<file path="config.mk">
export PLATFORM = sky130hd
export DESIGN_NAME = serial_csr_file
export DESIGN_NICKNAME = d
export VERILOG_FILES = /design/src/rtl/sercsr_pkg.sv /design/src/rtl/csr_addr_decode.sv /design/src/rtl/csr_store_bank.sv /design/src/rtl/csr_status_reg.sv /design/src/rtl/serial_csr_file.sv
export SDC_FILE = /design/constraint.sdc
export NUM_CORES = 1
export LEC_CHECK = 0
export BUFFER_PORTS_ARGS = -buffer_cell sky130_fd_sc_hd__buf_4
export CAP_MARGIN = 15
export CORE_ASPECT_RATIO = 1.5
export CORE_MARGIN = 2
export CORE_UTILIZATION = 45
export CTS_BUF_LIST = sky130_fd_sc_hd__clkbuf_2
export DETAILED_ROUTE_END_ITERATION = 6
export PLACE_DENSITY = 0.75
export RECOVER_POWER = 25
export SLEW_MARGIN = 40
export SYNTH_ARGS = -nofsm -noshare
export SYNTH_HDL_FRONTEND = slang
export SYNTH_SLANG_ARGS = --single-unit
export TNS_END_PERCENT = 10
</file>
<file path="constraint.sdc">
create_clock -name clk -period 1.77 [get_ports clk]
set_input_delay 0.354 -clock clk [delete_from_list [all_inputs] [get_ports clk]]
set_output_delay 0.354 -clock clk [all_outputs]
set_load 0.03 [all_outputs]
</file>
<file path="src/rtl/sercsr_pkg.sv">
package sercsr_pkg;

    localparam int NUM_REGS = 11;
    localparam int DATA_W   = 32;
    localparam int CHAR_W   = 9;
    localparam int BAUD_W   = 16;
    localparam int RXNE_POS = 5;
    localparam int IRQ_LO   = 4;
    localparam int IRQ_HI   = 7;

    localparam logic [1:0]        SIZE_WORD  = 2'b10;
    localparam logic [DATA_W-1:0] STAT_RESET = 32'h0200_00C0;

    typedef enum logic [3:0] {
        IDX_CTL1  = 4'd0,
        IDX_CTL2  = 4'd1,
        IDX_CTL3  = 4'd2,
        IDX_BAUD  = 4'd3,
        IDX_GUARD = 4'd4,
        IDX_TMO   = 4'd5,
        IDX_REQ   = 4'd6,
        IDX_STAT  = 4'd7,
        IDX_CLR   = 4'd8,
        IDX_RXD   = 4'd9,
        IDX_TXD   = 4'd10
    } reg_idx_e;

    // Decoded bus access, one-hot per register
    typedef struct packed {
        logic [NUM_REGS-1:0] wr;
        logic [NUM_REGS-1:0] rd;
        logic                bad;
    } acc_t;

    // Bits kept by the generic storage bank for each index (0 = no storage there)
    function automatic logic [DATA_W-1:0] store_mask(int idx);
        case (idx)
            IDX_CTL1, IDX_CTL2, IDX_CTL3,
            IDX_GUARD, IDX_TMO:  store_mask = '1;
            IDX_BAUD:            store_mask = DATA_W'({BAUD_W{1'b1}});
            IDX_TXD:             store_mask = DATA_W'({CHAR_W{1'b1}});
            default:             store_mask = '0;
        endcase
    endfunction

endpackage

</file>
<file path="src/rtl/csr_addr_decode.sv">
module csr_addr_decode
    import sercsr_pkg::*;
#(
    parameter int ADDR_W = 10
) (
    input  logic [ADDR_W-1:0] addr,
    input  logic [1:0]        size,
    input  logic              we,
    input  logic              re,
    output acc_t              acc
);
    localparam int WIDX_W = ADDR_W - 2;

    logic [WIDX_W-1:0] word_idx;
    logic              legal;

    assign word_idx = addr[ADDR_W-1:2];
    assign legal    = (size == SIZE_WORD) && (addr[1:0] == 2'b00)
                      && (word_idx < WIDX_W'(NUM_REGS));

    for (genvar g = 0; g < NUM_REGS; g++) begin : g_hit
        logic sel;
        assign sel       = legal && (word_idx == WIDX_W'(g));
        assign acc.wr[g] = sel && we;
        assign acc.rd[g] = sel && re;
    end

    assign acc.bad = (we || re) && !legal;

endmodule

</file>
<file path="src/rtl/csr_store_bank.sv">
module csr_store_bank
    import sercsr_pkg::*;
(
    input  logic                             clk,
    input  logic                             rst,
    input  logic [NUM_REGS-1:0]              wr_hit,
    input  logic [DATA_W-1:0]                wdata,
    output logic [NUM_REGS-1:0][DATA_W-1:0]  q
);
    for (genvar g = 0; g < NUM_REGS; g++) begin : g_reg
        localparam logic [DATA_W-1:0] KEEP = store_mask(g);
        if (KEEP != '0) begin : g_store
            logic [DATA_W-1:0] r;
            always_ff @(posedge clk) begin
                if (rst)            r <= '0;
                else if (wr_hit[g]) r <= wdata & KEEP;
            end
            assign q[g] = r;
        end else begin : g_none
            assign q[g] = '0;
        end
    end

endmodule

</file>
<file path="src/rtl/csr_status_reg.sv">
module csr_status_reg
    import sercsr_pkg::*;
(
    input  logic              clk,
    input  logic              rst,
    input  logic              clr_en,
    input  logic [DATA_W-1:0] clr_val,
    input  logic              rxd_read,
    input  logic [DATA_W-1:0] set_vec,
    input  logic              rx_load,
    input  logic [CHAR_W-1:0] rx_char,
    output logic [DATA_W-1:0] stat_q,
    output logic [CHAR_W-1:0] rxd_q
);
    logic [DATA_W-1:0] drop, raise, stat_d;

    always_comb begin
        drop = clr_en ? clr_val : '0;
        if (rxd_read) drop[RXNE_POS] = 1'b1;
        raise = set_vec;
        if (rx_load) raise[RXNE_POS] = 1'b1;
        // raising wins over any clear in the same cycle
        stat_d = (stat_q & ~drop) | raise;
    end

    always_ff @(posedge clk) begin
        if (rst) begin
            stat_q <= STAT_RESET;
            rxd_q  <= '0;
        end else begin
            stat_q <= stat_d;
            if (rx_load) rxd_q <= rx_char;
        end
    end

endmodule

</file>
<file path="src/rtl/serial_csr_file.sv">
module serial_csr_file
    import sercsr_pkg::*;
#(
    parameter int ADDR_W = 10
) (
    input  logic              clk,
    input  logic              rst,
    input  logic [ADDR_W-1:0] bus_addr,
    input  logic [1:0]        bus_size,
    input  logic              bus_we,
    input  logic              bus_re,
    input  logic [31:0]       bus_wdata,
    output logic [31:0]       bus_rdata,
    output logic              bus_err,
    input  logic              rx_load,
    input  logic [8:0]        rx_char,
    input  logic [31:0]       flag_set,
    output logic [8:0]        tx_data,
    output logic [31:0]       ctl1_q,
    output logic [31:0]       ctl2_q,
    output logic [31:0]       ctl3_q,
    output logic [15:0]       baud_q,
    output logic [31:0]       guard_q,
    output logic [31:0]       tmo_q,
    output logic              irq
);
    acc_t                            acc;
    logic [NUM_REGS-1:0][DATA_W-1:0] cfg_q;
    logic [NUM_REGS-1:0][DATA_W-1:0] view;
    logic [DATA_W-1:0]               stat_q;
    logic [CHAR_W-1:0]               rxd_q;
    logic [DATA_W-1:0]               rd_val;

    csr_addr_decode #(.ADDR_W(ADDR_W)) i_dec (
        .addr (bus_addr),
        .size (bus_size),
        .we   (bus_we),
        .re   (bus_re),
        .acc  (acc)
    );

    csr_store_bank i_bank (
        .clk    (clk),
        .rst    (rst),
        .wr_hit (acc.wr),
        .wdata  (bus_wdata),
        .q      (cfg_q)
    );

    csr_status_reg i_stat (
        .clk      (clk),
        .rst      (rst),
        .clr_en   (acc.wr[IDX_CLR]),
        .clr_val  (bus_wdata),
        .rxd_read (acc.rd[IDX_RXD]),
        .set_vec  (flag_set),
        .rx_load  (rx_load),
        .rx_char  (rx_char),
        .stat_q   (stat_q),
        .rxd_q    (rxd_q)
    );

    // Read view: stored bank words plus the status and receive registers
    always_comb begin
        view           = cfg_q;
        view[IDX_STAT] = stat_q;
        view[IDX_RXD]  = DATA_W'(rxd_q);
        rd_val = '0;
        for (int i = 0; i < NUM_REGS; i++) begin
            if (acc.rd[i]) rd_val = rd_val | view[i];
        end
    end

    always_ff @(posedge clk) begin
        if (rst) begin
            bus_rdata <= '0;
            bus_err   <= 1'b0;
        end else begin
            bus_err <= acc.bad;
            if (bus_re) bus_rdata <= rd_val;
        end
    end

    assign ctl1_q  = cfg_q[IDX_CTL1];
    assign ctl2_q  = cfg_q[IDX_CTL2];
    assign ctl3_q  = cfg_q[IDX_CTL3];
    assign baud_q  = cfg_q[IDX_BAUD][BAUD_W-1:0];
    assign guard_q = cfg_q[IDX_GUARD];
    assign tmo_q   = cfg_q[IDX_TMO];
    assign tx_data = cfg_q[IDX_TXD][CHAR_W-1:0];
    assign irq     = |(stat_q[IRQ_HI:IRQ_LO] & cfg_q[IDX_CTL1][IRQ_HI:IRQ_LO]);

endmodule

</file>
After elaboration in Yosys (flattened, before gate mapping)
Cells that the tools add are included.
- flip-flop bits (word level): 259
- input port bits: 90
- output and inout port bits: 219
- word-level logic and storage cells: 81
- order comparisons: 1
- eq/ne operators: 10
- muxes and demuxes: 12
- bitwise operators: 12
- reductions and logical operators: 35
- operators by type and width (kind ; number):
    $mux 32 ; 10
    $or 32x32->32 ; 6
    $or 32x9->32 ; 2
    $and 32x32->32 ; 1
    $not 32->32 ; 1
    $or 32x16->32 ; 1
    $logic_and 1x1->1 ; 30
    $eq 8x3->1 const B ; 3
    $eq 8x4->1 const B ; 3
    $eq 8x2->1 const B ; 2
    $eq 8x1->1 const B ; 1
    $logic_not 8->1 ; 1
    $lt 8x4->1 const B ; 1
    $and 4x4->4 ; 1
    $reduce_or 4->1 ; 1
    $eq 2x2->1 const B ; 1
    $logic_not 2->1 ; 1
    $mux 1 ; 2
    $logic_not 1->1 ; 1
    $logic_or 1x1->1 ; 1

Depth between registers and ports, before layout
- word-level depth: 22
- depth in mapped cells: 8
- mapped depth without buffers: 5

Modules after synthesis
Synthesis repeated with hierarchy kept, for this count alone.
- cell total of the unflattened synthesis: 1314
- area, all modules: 12898.6 µm²
- modules (own cells, without submodules) (module ; times used ; cells each ; area each (µm²) ; seq. area each (µm²)):
    csr_store_bank ; 1 ; 767 ; 8089.0 ; 3703.6
    serial_csr_file ; 1 ; 344 ; 3099.2 ; 660.6
    csr_status_reg ; 1 ; 162 ; 1396.3 ; 820.8
    csr_addr_decode ; 1 ; 41 ; 314.1 ; 0.0

Worst setup path before layout
No wires, ideal clock.
- kind: in2reg
- start point: in bus_addr[3]
- end point: reg bus_rdata[28]
- arrival: 1.734 ns
- required time: 1.638 ns
- setup slack: -0.096 ns
- stages: 8
- buffers on the path: 3
- path through: buf_4 > buf_4 > buf_2 > mux2i_1 > o2bb2ai_1 > a221o_1 > a221oi_1 > nor3_1
- longest elaborated chain between the ends: 21
- elaborated cells between the ends (all ways): 46
- ends and longest elaborated chain (element ; line ; RTL):
    start: declaration ; serial_csr_file.sv:8 ; input logic [ADDR_W-1:0] bus_addr,
    $lt 8x4->1 ; csr_addr_decode.sv:19 ; && (word_idx < WIDX_W'(NUM_REGS));
    $logic_and 1x1->1 ; csr_addr_decode.sv:19 ;
    $logic_and 1x1->1 ; csr_addr_decode.sv:23 ; assign sel = legal && (word_idx == WIDX_W'(g));
    $logic_and 1x1->1 ; csr_addr_decode.sv:25 ; assign acc.rd[g] = sel && re;
    $mux 32 ; serial_csr_file.sv:70 ; if (acc.rd[i]) rd_val = rd_val | view[i];
    $or 32x32->32 ; serial_csr_file.sv:70 ;
    $mux 32 ; serial_csr_file.sv:70 ;
    $or 32x32->32 ; serial_csr_file.sv:70 ;
    [5 not listed] ; -- ;
    $or 32x32->32 ; serial_csr_file.sv:70 ;
    $mux 32 ; serial_csr_file.sv:70 ;
    $or 32x32->32 ; serial_csr_file.sv:70 ;
    $mux 32 ; serial_csr_file.sv:70 ;
    $or 32x9->32 ; serial_csr_file.sv:70 ;
    $mux 32 ; serial_csr_file.sv:70 ;
    $or 32x9->32 ; serial_csr_file.sv:70 ;
    $mux 32 * ; serial_csr_file.sv:70 ;
    end signal: assignment ; serial_csr_file.sv:80 ; if (bus_re) bus_rdata <= rd_val;
    end: declaration ; serial_csr_file.sv:13 ; output logic [31:0] bus_rdata,
Mark *: on every way between the ends. The rest lies on a longest branch, timed or not.
A chain may end at the register's enable or synchronous reset.

Worst setup path after layout
- start point: in bus_addr[9]
- end point: reg i_stat.stat_q[7]
- longest elaborated chain between the ends: 8
- elaborated cells between the ends (all ways): 9
- ends and longest elaborated chain (element ; line ; RTL):
    $lt 8x4->1 ; csr_addr_decode.sv:19 ;
    $logic_and 1x1->1 ; csr_addr_decode.sv:19 ;
    $logic_and 1x1->1 * ; csr_addr_decode.sv:23 ;
    $logic_and 1x1->1 * ; csr_addr_decode.sv:24 ; assign acc.wr[g] = sel && we;
    $mux 32 * ; csr_status_reg.sv:18 ; drop = clr_en ? clr_val : '0;
    $not 32->32 * ; csr_status_reg.sv:23 ; stat_d = (stat_q & ~drop) | raise;
    $and 32x32->32 * ; csr_status_reg.sv:23 ;
    $or 32x32->32 * ; csr_status_reg.sv:23 ;
    end signal: assignment ; csr_status_reg.sv:31 ; stat_q <= stat_d;
    end: declaration ; csr_status_reg.sv:12 ; output logic [DATA_W-1:0] stat_q,
Marked as above.

==> reports/qor.txt <==
normalized max-slew margin = 54.8%
TritonCTS clock tree = built
remaining antenna violation count = 0
top cell type's share of synthesized area = 47.3%
PnR worst setup slack = -321 ps
TritonCTS Buffers = 59
wire length per cell = 21.8 µm
initial DRC count = 1274
WS Path Type = in2reg
Max Slew Vio Count = 0
dpl hpwl = 31.0 mm
WP data required = 2510 ps
largest net degree at the start of global routing = 123
Hold WC Path Type = in2reg
layout net count = 1897
First-pass DRT Iterations = 6
root buf cell = clkbuf_2
clock sink count = 259
synth top area cells = dfxtp_1 47%, nand2_1 12%, a21oi_1 8.0%
Fin. Hold Viols = 0
Worst Tran Pin Value = 672 ps
Critical Path Source Type = primary input
fin util = 70.2%
Reg area = 5610 µm²
FF+latch count, synth = 259
Setup crit end kind = flip-flop
Peak VDD IR = 0.430 mV
Fillers = 1836
Worst Path Arrival = 2830 ps
LEAKAGE = 6.92 nW
CTS HTree Levels = 2
Max FO, Critical Path = 4
initial antenna violation count = 1
Final Power = 10.9 mW
syn avg cell area = 8.24 µm²
Chip Width = 131 µm
status = finished with violations
setup TNS = -6530 ps
Non-Filler Instances = 2179
Clock Tree Buf Depth = 3
leading cell type in the layout, fill and taps excluded = nand2_1
area of the multi-input gates = 5130 µm²
period utilization = 118%
Final Skew = 38.4 ps
later-pin clock latency in the skew report = 860 ps
Ys Warns = 0
Max Cap Viol = 0
global-route usage over all layers = 34.5%
Synth Instances = 1331
die area = 25700 µm²
final count of negative-setup-slack endpoints = 41
Power per Cell Area = 645 nW/µm²
first-pass GRT wire length = 69.7 mm
Initial Utilization = 45.4%
gpl congestion = 0.917
number of global-route vias before repair = 12600
row count = 70
via count = 12700
drt drc = 0
Post-synth ARST share = 0%
Yosys top cell by area = dfxtp_1
routed vias/inst = 5.83
clock-pin slew on the worst setup and hold paths = 110 ps
sequential fraction of the synthesis area = 47.3%
Placed Cells = 1958
number of synthesized flops with an enable pin = 0
Yosys cell types = 54
worst hold margin = 139 ps
failing checks = setup timing
RSZ-0062 raised after global routing = true
Synth Net Count = 1421
Syn-to-layout area delta = 54.6%
minimum clock period = 2090 ps
total global routing overflow = 0
share of cells above drive strength 1 = 41.2%
Top Ports = 309
Post-Syn Area = 11000 µm²
Main synth FF type = dfxtp_1
Die Ht = 195 µm
IO buf count = 308
f_max = 478 MHz
final WL = 47.5 mm
core box area = 24200 µm²
most frequent cells in the layout = 358 x nand2_1, 204 x buf_6, 192 x buf_4, 175 x a21oi_1, 155 x dfxtp_2
-- cells in the mapped netlist (3+ instances only) --
| master | number |
|---|---|
| nand3b_1 | 4 |
| nand2b_1 | 4 |
| nand2_1 | 358 |
| a2111oi_0 | 6 |
| buf_2 | 36 |
| a211o_1 | 3 |
| a22o_1 | 13 |
| o21ai_0 | 10 |
| nand3_1 | 11 |
| o22ai_1 | 3 |
| a221oi_1 | 20 |
| a221o_1 | 15 |
| mux2_2 | 5 |
| a32oi_1 | 3 |
| clkbuf_1 | 61 |
| a211oi_1 | 10 |
| buf_4 | 16 |
| a222oi_1 | 5 |
| a2bb2oi_1 | 3 |
| mux2i_1 | 45 |
| a21oi_1 | 175 |
| nor3_2 | 4 |
| inv_1 | 31 |
| dfxtp_1 | 259 |
| a311oi_1 | 30 |
| a31oi_1 | 3 |
| and2_1 | 5 |
| nor2_1 | 92 |
| nor2b_1 | 10 |
| nor3_1 | 20 |
| nor4_4 | 3 |
| a22oi_1 | 26 |
| o2bb2ai_1 | 17 |
-- kinds of logic (layout without fill, tap and decap cells) --
group	Yosys count	in the layout	share of synthesized area, %
and+or+nand+nor	525	525	20.7
AOI/OAI and AO/OA	350	350	21.3
DFF	259	259	47.3
buffers and inverters	146	669	5.95
muxes	51	51	4.83
other	0	1	0
-- state kept, by name, indices dropped and copies added, names as in the netlist --
signal / flops
i_stat.stat_q: 32
bus_err: 1
i_stat.rxd_q: 9
i_bank.g.g_store.r: 185
bus_rdata: 32
-- area by class of cell --
cell class	count	share of cell area [%]
inverters	32	0.708
flip-flops and latches	259	33.1
multi-input cells	926	30.3
well taps	324	2.39
repair buffers	529	30.3
diodes	1	0.0148
clock buffers	91	2.69
clock inverters	17	0.561
-- metrics by stage --
| stage | setup WS [ps] | area (µm²) |
|---|---|---|
| 2_1_floorplan | -23.4 | 11000 |
| 3_3_place_gp | -384 | 14300 |
| 3_5_place_dp | -350 | 14300 |
| 4_1_cts | -271 | 16600 |
| 5_1_grt | -301 | 17000 |
| 6_report | -321 | 17000 |
-- per-layer routing --
metal / share of wire (%) / GRT usage, %
met5: 0 / 0
met2: 50 / 60.3
met3: 7.6 / 6.13
met4: 8.0 / 26.1
met1: 35 / 37.1
-- power breakdown --
| part | internal [mW] | total, mW | switching, mW | leakage (nW) |
|---|---|---|---|---|
| logic | 0.523 | 1.14 | 0.620 | 4.27 |
| clock network | 1.51 | 3.92 | 2.41 | 0.418 |
| registers | 5.82 | 5.88 | 0.0601 | 2.23 |
| total | 7.85 | 10.9 | 3.09 | 6.92 |
-- final timing paths --
| kind | startpoint | end | slack (ps) | cells past startpoint |
|---|---|---|---|---|
| worst min register to register | i_bank.g_reg[0].g_store.r[28]$_SDFFE_PP0P_ | i_bank.g_reg[0].g_store.r[28]$_SDFFE_PP0P_ | 480 | 2 |
| worst max-delay path | bus_addr[9] | i_stat.stat_q[7]$_SDFF_PP1_ | -320 | 9 |
| worst max register to register | i_bank.g_reg[0].g_store.r[4]$_SDFFE_PP0P_ | bus_rdata[4]$_SDFFE_PP0P_ | 40 | 5 |
| worst min-delay path | bus_addr[5] | bus_err$_SDFF_PP0_ | 140 | 4 |
-- critical path, stage by stage --
cell,delay [ps]
clkbuf_4,120
nor4_1,610
buf_4,240
nand3_4,100
nor4_4,250
buf_4,210
nand2_1,90
a211o_1,300
dlygate4sd3_1,560
-- what timing repair did --
item / in CTS / in global routing
setup buffers: 11 / 11
hold endpoints to repair: 230 / 0
hold buffers: 91 / 0
pin swaps: 2 / 2
endpoints found under the setup margin: 186 / 206
gates resized for setup: 299 / 189
Power figures use the tool's default switching activity.
